==> config.mk <==
export PLATFORM = sky130hd
export DESIGN_NAME = lpt_port
export DESIGN_NICKNAME = d
export VERILOG_FILES = /design/src/rtl/lpt_pkg.sv /design/src/rtl/lpt_sync.sv /design/src/rtl/lpt_host_if.sv /design/src/rtl/lpt_regs.sv /design/src/rtl/lpt_port.sv
export SDC_FILE = /design/constraint.sdc
export NUM_CORES = 1
export LEC_CHECK = 0
export BUFFER_PORTS_ARGS = -buffer_cell sky130_fd_sc_hd__buf_4
export CORE_UTILIZATION = 53
export DETAILED_ROUTE_END_ITERATION = 8
export PLACE_DENSITY = 0.83
export SYNTH_ARGS = -nofsm -noshare
export SYNTH_HDL_FRONTEND = slang
export SYNTH_SLANG_ARGS = --single-unit
==> constraint.sdc <==
create_clock -name clk -period 4.04 [get_ports clk]
set_input_delay 1.01 -clock clk [delete_from_list [all_inputs] [get_ports clk]]
set_output_delay 1.01 -clock clk [all_outputs]
set_load 0.05 [all_outputs]
==> src/rtl/lpt_pkg.sv <==
package lpt_pkg;
  localparam int DW = 8;
  localparam int AW = 3;

  localparam logic [AW-1:0] A_DATA = 3'd0;
  localparam logic [AW-1:0] A_STAT = 3'd1;
  localparam logic [AW-1:0] A_CTRL = 3'd2;

  localparam int ST_BUSY = 7;
  localparam int ST_ACK  = 6;
  localparam int ST_ERR  = 5;
  localparam int ST_PEND = 2;

  localparam int CT_AFD  = 0;
  localparam int CT_INIT = 1;
  localparam int CT_IEN  = 4;

  typedef struct packed {
    logic ien;
    logic init;
    logic afd;
  } ctrl_t;
endpackage

==> src/rtl/lpt_sync.sv <==
module lpt_sync #(
  parameter int W = 1,
  parameter int STAGES = 2,
  parameter logic [W-1:0] RST_VAL = '0
) (
  input  logic         clk,
  input  logic         rst_n,
  input  logic [W-1:0] d,
  output logic [W-1:0] q
);
  logic [W-1:0] chain_q [STAGES];

  for (genvar s = 0; s < STAGES; s++) begin : g_stage
    logic [W-1:0] stage_d;
    if (s == 0) begin : g_first
      assign stage_d = d;
    end else begin : g_rest
      assign stage_d = chain_q[s-1];
    end
    always_ff @(posedge clk or negedge rst_n) begin
      if (!rst_n) chain_q[s] <= RST_VAL;
      else        chain_q[s] <= stage_d;
    end
  end

  assign q = chain_q[STAGES-1];
endmodule

==> src/rtl/lpt_host_if.sv <==
module lpt_host_if
  import lpt_pkg::*;
(
  input  logic          clk,
  input  logic          rst_n,
  input  logic          sel_n,
  input  logic          rd_n,
  input  logic          wr_n,
  input  logic [AW-1:0] addr,
  output logic          wr_stb,
  output logic          rd_act,
  output logic          rd_clr
);
  logic          acc_rd, acc_wr;
  logic          rd_prev_q, wr_prev_q;
  logic [AW-1:0] rd_addr_q, rd_addr_d;
  logic          rd_addr_en;

  assign acc_rd = !sel_n && !rd_n;
  assign acc_wr = !sel_n && !wr_n;

  // One write per strobe: commit on the first sampled cycle only
  assign wr_stb = acc_wr && !wr_prev_q;
  assign rd_act = acc_rd;

  always_comb begin
    rd_addr_en = acc_rd && !rd_prev_q;
    rd_addr_d  = addr;
  end

  // Read finished on this edge and it targeted status
  assign rd_clr = rd_prev_q && !acc_rd && (rd_addr_q == A_STAT);

  always_ff @(posedge clk or negedge rst_n) begin
    if (!rst_n) begin
      rd_prev_q <= 1'b0;
      wr_prev_q <= 1'b0;
      rd_addr_q <= '0;
    end else begin
      rd_prev_q <= acc_rd;
      wr_prev_q <= acc_wr;
      if (rd_addr_en) rd_addr_q <= rd_addr_d;
    end
  end
endmodule

==> src/rtl/lpt_regs.sv <==
module lpt_regs
  import lpt_pkg::*;
(
  input  logic          clk,
  input  logic          rst_n,
  input  logic          wr_stb,
  input  logic          rd_act,
  input  logic          rd_clr,
  input  logic [AW-1:0] addr,
  input  logic [DW-1:0] din,
  input  logic          ack_rise,
  input  logic          busy_s,
  input  logic          ack_s,
  input  logic          err_s,
  input  logic [DW-1:0] pd_s,
  input  logic          pd_hiz_req,
  output logic [DW-1:0] dout,
  output logic [DW-1:0] data_q,
  output ctrl_t         ctrl_q,
  output logic          pend_q,
  output logic          prn_irq
);
  logic [DW-1:0] data_d;
  logic          data_en;
  ctrl_t         ctrl_d;
  logic          ctrl_en;
  logic          pend_d;
  logic [DW-1:0] stat_w, ctrl_w, rd_mux;

  always_comb begin
    data_en = wr_stb && (addr == A_DATA);
    data_d  = din;
    ctrl_en = wr_stb && (addr == A_CTRL);
    ctrl_d.afd  = din[CT_AFD];
    ctrl_d.init = din[CT_INIT];
    ctrl_d.ien  = din[CT_IEN];
    // A new edge outranks the clear from a status read
    if (ack_rise)    pend_d = 1'b1;
    else if (rd_clr) pend_d = 1'b0;
    else             pend_d = pend_q;
  end

  always_ff @(posedge clk or negedge rst_n) begin
    if (!rst_n) begin
      data_q <= '0;
      ctrl_q <= '0;
      pend_q <= 1'b0;
    end else begin
      if (data_en) data_q <= data_d;
      if (ctrl_en) ctrl_q <= ctrl_d;
      pend_q <= pend_d;
    end
  end

  always_comb begin
    stat_w = '0;
    stat_w[ST_BUSY] = busy_s;
    stat_w[ST_ACK]  = ack_s;
    stat_w[ST_ERR]  = err_s;
    stat_w[ST_PEND] = pend_q;
    ctrl_w = '0;
    ctrl_w[CT_AFD]  = ctrl_q.afd;
    ctrl_w[CT_INIT] = ctrl_q.init;
    ctrl_w[CT_IEN]  = ctrl_q.ien;
    case (addr)
      A_DATA:  rd_mux = pd_hiz_req ? pd_s : data_q;
      A_STAT:  rd_mux = stat_w;
      A_CTRL:  rd_mux = ctrl_w;
      default: rd_mux = '0;
    endcase
    dout = rd_act ? rd_mux : '0;
  end

  assign prn_irq = pend_q && ctrl_q.ien;
endmodule

==> src/rtl/lpt_port.sv <==
module lpt_port
  import lpt_pkg::*;
#(
  parameter int SYNC_STAGES = 2
) (
  input  logic          clk,
  input  logic          rst_n,
  input  logic          sel_n,
  input  logic [AW-1:0] addr,
  input  logic          rd_n,
  input  logic          wr_n,
  input  logic [DW-1:0] din,
  output logic [DW-1:0] dout,
  input  logic          ack_n,
  input  logic          busy,
  input  logic          err_n,
  input  logic          pd_hiz_req,
  input  logic [DW-1:0] pd_i,
  output logic [DW-1:0] pd_o,
  output logic          pd_oe,
  output logic          afd_pull,
  output logic          init_pull,
  output logic          prn_irq
);
  localparam int RST_STAGES = 2;
  localparam int STAT_W = 3;

  logic [RST_STAGES-1:0] rst_pipe_q;
  logic                  rst_sync_n;

  always_ff @(posedge clk or negedge rst_n) begin
    if (!rst_n) rst_pipe_q <= '0;
    else        rst_pipe_q <= {rst_pipe_q[RST_STAGES-2:0], 1'b1};
  end
  assign rst_sync_n = rst_pipe_q[RST_STAGES-1];

  logic [STAT_W-1:0] stat_s;
  logic [DW-1:0]     pd_s;
  logic              ack_s, busy_s, err_s;

  // Order: {ack_n, busy, err_n}; idle levels ack high, busy low, error high
  lpt_sync #(.W(STAT_W), .STAGES(SYNC_STAGES), .RST_VAL(3'b101)) u_stat_sync (
    .clk(clk), .rst_n(rst_sync_n), .d({ack_n, busy, err_n}), .q(stat_s)
  );
  lpt_sync #(.W(DW), .STAGES(SYNC_STAGES), .RST_VAL('0)) u_pd_sync (
    .clk(clk), .rst_n(rst_sync_n), .d(pd_i), .q(pd_s)
  );
  assign ack_s  = stat_s[2];
  assign busy_s = stat_s[1];
  assign err_s  = stat_s[0];

  logic ack_prev_q, ack_rise;
  always_ff @(posedge clk or negedge rst_sync_n) begin
    if (!rst_sync_n) ack_prev_q <= 1'b1;
    else             ack_prev_q <= ack_s;
  end
  assign ack_rise = ack_s && !ack_prev_q;

  logic wr_stb, rd_act, rd_clr;
  lpt_host_if u_host (
    .clk(clk), .rst_n(rst_sync_n), .sel_n(sel_n), .rd_n(rd_n), .wr_n(wr_n),
    .addr(addr), .wr_stb(wr_stb), .rd_act(rd_act), .rd_clr(rd_clr)
  );

  logic [DW-1:0] data_q;
  ctrl_t         ctrl_q;
  logic          pend_q;
  lpt_regs u_regs (
    .clk(clk), .rst_n(rst_sync_n), .wr_stb(wr_stb), .rd_act(rd_act),
    .rd_clr(rd_clr), .addr(addr), .din(din), .ack_rise(ack_rise),
    .busy_s(busy_s), .ack_s(ack_s), .err_s(err_s), .pd_s(pd_s),
    .pd_hiz_req(pd_hiz_req), .dout(dout), .data_q(data_q), .ctrl_q(ctrl_q),
    .pend_q(pend_q), .prn_irq(prn_irq)
  );

  assign pd_o      = data_q;
  assign pd_oe     = !pd_hiz_req;
  assign afd_pull  = ctrl_q.afd;
  assign init_pull = ctrl_q.init;
endmodule

Yosys cells after proc, flatten, opt, wreduce, memory -nomap -nowiden --
Cells that the tools add are included.
Cells by class: reductions and logical operators 20, equality and inequality tests 3, mux-type cells 5
Operators by type and width (count):
- 8-bit case mux with 3 select lines | 1
- 8-bit 2-to-1 mux | 2
- 1-bit logical AND | 10
- 1-bit zero test | 8
- 3-bit by 1-bit equality test with 1-bit output (second input constant) | 2
- 3-bit by 2-bit equality test with 1-bit output (second input constant) | 1
- 3-bit zero test | 1
- 1-bit 2-to-1 mux | 2
- 2-bit nonzero test | 1
Word-level totals: logic and storage cells 42, bits of input ports 28, bits in registers 42

Logic depth before layout (Yosys ltp) --
depth after elaboration 7, mapped depth 4, depth with buffers taken out 3

By module --
Synthesis repeated with hierarchy kept, for this count alone.
Second synthesis, totals: cell total of the unflattened synthesis 100, area, all modules 1557.7 sq um
Modules (own cells, without submodules):
- lpt_regs | area an instance 708.2 sq um, cells an instance 58, instances 1
- lpt_sync (u_pd_sync) | area an instance 400.4 sq um, cells an instance 16, instances 1
- lpt_host_if | area an instance 196.4 sq um, cells an instance 14, instances 1
- lpt_sync (u_stat_sync) | area an instance 155.1 sq um, cells an instance 6, instances 1
- lpt_port | area an instance 97.6 sq um, cells an instance 6, instances 1

Worst setup path before layout --
No wires, ideal clock.
path kind input-to-output, start input addr[1], end output dout[6], path buffers 1, required time 3.030 ns, slack 0.365 ns, cell stages on the path 4, data arrival time 2.665 ns, path through clkbuf_1 -> nor2_1 -> nand2_1 -> a211oi_1
Between the ends: word-level cells in the longest chain between the ends 3, elaborated cells between the ends (all ways) 5
RTL lines:
- start, declared | RTL line lpt_port.sv:9 | input logic [AW-1:0] addr,
- 3-bit by 2-bit equality test with 1-bit output (tied with other cells) | RTL line lpt_regs.sv:65 | case (addr)
- 8-bit case mux with 3 select lines (*) | RTL line lpt_regs.sv:65
- 8-bit 2-to-1 mux (*) | RTL line lpt_regs.sv:71 | dout = rd_act ? rd_mux : '0;
- end, declared | RTL line lpt_port.sv:13 | output logic [DW-1:0] dout,
Every way passes the cells marked *; elsewhere a longest branch is shown, timed or not.

Worst setup path after layout --
start input sel_n, end output dout[6]
Between the ends: word-level cells in the longest chain between the ends 3
RTL lines:
- start, declared | RTL line lpt_port.sv:8 | input logic sel_n,
- 1-bit zero test | RTL line lpt_host_if.sv:19 | assign acc_rd = !sel_n && !rd_n;
- 1-bit logical AND | RTL line lpt_host_if.sv:19
- via rd_act | RTL line lpt_port.sv:59 | logic wr_stb, rd_act, rd_clr;
- 8-bit 2-to-1 mux | RTL line lpt_regs.sv:71
The timed path passes the listed nets, and every way through them passes these cells.

==> results.cfg <==
[critical_path]
setup.worst_path.start_class = input pin
r2r_end = u_host.rd_addr_q[0]
cpPeakStageDelay_ns = 0.27
reg2regPathDepth = 2
slowest_stage = a211oi_1
r2r_start = u_host.rd_prev_q
crit_family = simple AND/OR/NAND/NOR gates
path_cells = buf_4 -> nor2_1 -> nand2_1 -> a211oi_1 -> buf_4
arrival_ns = 2.04
cpMostUsedCell = buf_4
crit_fanout = 5
end_kind = primary output
required_ns = 3.03
worst-setup-path-type = in2out
worst-path-buf-inv = 2
ff2ff_setup_slack_ns = 2.70

[global_routing]
grt_max_degree = 31
grt_pass1_wl_um = 4310
overflow = 0
grt_usage_pct = 19.2
antenna_found_initial = 0
grt_pass1_vias = 926

[cts]
clkLatencyLatePin_ns = 0.34
clkSinkCount = 42
cts_buffers = 5
path_clk_slew_ns = 0.11
cts_root_buffer = clkbuf_4
clockBufferDepth = 2
cts.repair.resized = 0
holdBufCountCts = 0
cts_tree = built
postCtsSetupRepairBufs = 0
htreeDepth = 2

[run_status]
status = finished, final reports clean

[timing]
slew_violations = 0
whs_ns = 0.180
layout_worst_path_cycle_share_pct = 75.6
setup_violations = 0
skew_ns = 0.00764
timing.fmax_ghz = 0.327
hold_violations = 0
tns_ns = 0
finalCriticalPeriod_ns = 3.05
setup_ws_ns = 0.986
rsz0062_at_grt = no

[floorplan]
die_x_um = 55.6
rows = 19
io_pins = 48
die_y_um = 55.6
dieArea_sq_um = 3090
core_sq_um = 2730
start_util_pct = 55.7

[detailed_routing]
viasPerCell = 5.02
drtAntennaViolNets = 0
wl_per_cell_um = 14.5
drt_iter0_drc = 9
drc = 0
drt-pass1-iter-count = 6
vias = 919
wl_um = 2660

[logic_synthesis]
synth_area_sq_um = 1520
synth.avg_cell_area_sq_um = 15.4
yosysWarnings = 0
syn-num-nets = 127
synth_top_area_share_pct = 60.8
synth_seq_cells = 42
yosys.area.top_type = dfrtp_1
synth_cell_types = 20
synth_area_leaders = dfrtp_1, mux2_2, dfstp_2, mux2i_1, nor2_1
synth_seq_area_share_pct = 69.4
synthCells = 99

[power_and_ir_drop]
ir_drop_v = 0.000480
powerDensity_nw_per_um2 = 509
p_total_mw = 1.01
leakage_nw = 0.954

[layout]
num_antenna_cells = 0
seq_area_sq_um = 1060
drive_gt1_share_pct = 53.9
n_fill_cell = 192
multi_input_area_sq_um = 438
area_growth_pct = 30.5
nets = 179

[placed_design]
hpwl_um = 1900
dp_slack_ns = 1.00
io_buffers = 47
place.gp.congestion = 0.821

[run]
drv_cap = 0

[min_path]
min_path_type = reg2async
==> power breakdown <==
group | internal (mW) | total, mW | leakage [nW] | switching, mW
Sequential | 0.468 | 0.497 | 0.492 | 0.0285
Clock | 0.148 | 0.268 | 0.0455 | 0.120
Combinational | 0.0965 | 0.247 | 0.416 | 0.150
Total | 0.712 | 1.01 | 0.954 | 0.299
==> synthesized netlist by cell type <==
cell	instances
a211oi_1	2
and2_1	1
buf_2	1
buf_6	1
clkbuf_1	1
conb_1	1
dfrtp_1	37
dfstp_2	5
inv_1	2
mux2_2	20
mux2i_1	7
nand2_1	2
nand2_2	1
nand3b_1	1
nand4bb_1	1
nor2_1	10
nor2b_1	1
nor3_1	2
nor4_4	1
o21ai_0	2
==> cell usage in the layout, fill, tap and decap left out, types with 2 or more instances in the layout <==
cell type | netlist | final
a211oi_1 | 2 | 2
o21ai_0 | 2 | 2
buf_4 | 0 | 48
mux2_2 | 20 | 20
nand2_1 | 2 | 2
dfrtp_1 | 37 | 37
nor2_1 | 10 | 10
mux2i_1 | 7 | 7
nor3_1 | 2 | 2
dfstp_2 | 5 | 5
clkbuf_4 | 0 | 5
inv_1 | 2 | 2
==> routing by layer <==
layer  global-route usage (%)  vias up  wire (um)
li1                         -      441          -
met3                     6.51        2        149
met5                        0        -          0
met4                     9.64        0         13
met2                     29.8       32       1350
met1                     24.3      444       1140
==> kinds of logic (layout without fill, tap and decap cells) <==
logic type | Yosys count | after routing | synth area share (%)
flip-flops | 42 | 42 | 69.4
AO/OA/AOI/OAI | 4 | 4 | 1.64
other | 1 | 1 | 0.246
AND/OR/NAND/NOR | 20 | 20 | 7.48
buffers and inverters | 5 | 58 | 1.81
multiplexers | 27 | 27 | 19.4
==> final cells by class <==
| class | count | share of cell area [%] |
|---|---|---|
| clock buffer | 7 | 2.77 |
| clock inverter | 1 | 1.51 |
| inverter | 2 | 0.378 |
| multi-input combinational | 52 | 22.0 |
| sequential | 42 | 53.2 |
| tap | 31 | 1.95 |
| timing repair buffer | 48 | 18.1 |
==> worst max path at each step <==
| stage | start | endpoint | cells after the start |
|---|---|---|---|
| CTS | sel_n | dout[6] | 5 |
| detailed placement | sel_n | dout[6] | 5 |
| floorplan | addr[1] | dout[6] | 4 |
| finish | sel_n | dout[6] | 5 |
| global route | sel_n | dout[6] | 5 |
| global placement | sel_n | dout[6] | 5 |
==> flip-flops by register name, indices dropped and copies added, names as in the netlist <==
register                     count
u_regs.ctrl_q                    3
rst_pipe_q                       2
u_host.rd_prev_q                 1
u_regs.data_q                    8
u_regs.pend_q                    1
u_host.wr_prev_q                 1
ack_prev_q                       1
u_stat_sync.q                    3
u_stat_sync.g_stage.stage_d      3
u_host.rd_addr_q                 3
u_pd_sync.q                      8
u_pd_sync.g_stage.stage_d        8
==> stage by stage <==
stage	util [%]	area, sq um	instances
after floorplan	-	1520	99
after global placement	69.6	1900	175
after detailed placement	69.6	1900	175
after CTS	72.7	1990	183
after global routing	72.7	1990	183
final	72.7	1990	183
Note: power is estimated with default switching activity, not from simulation.
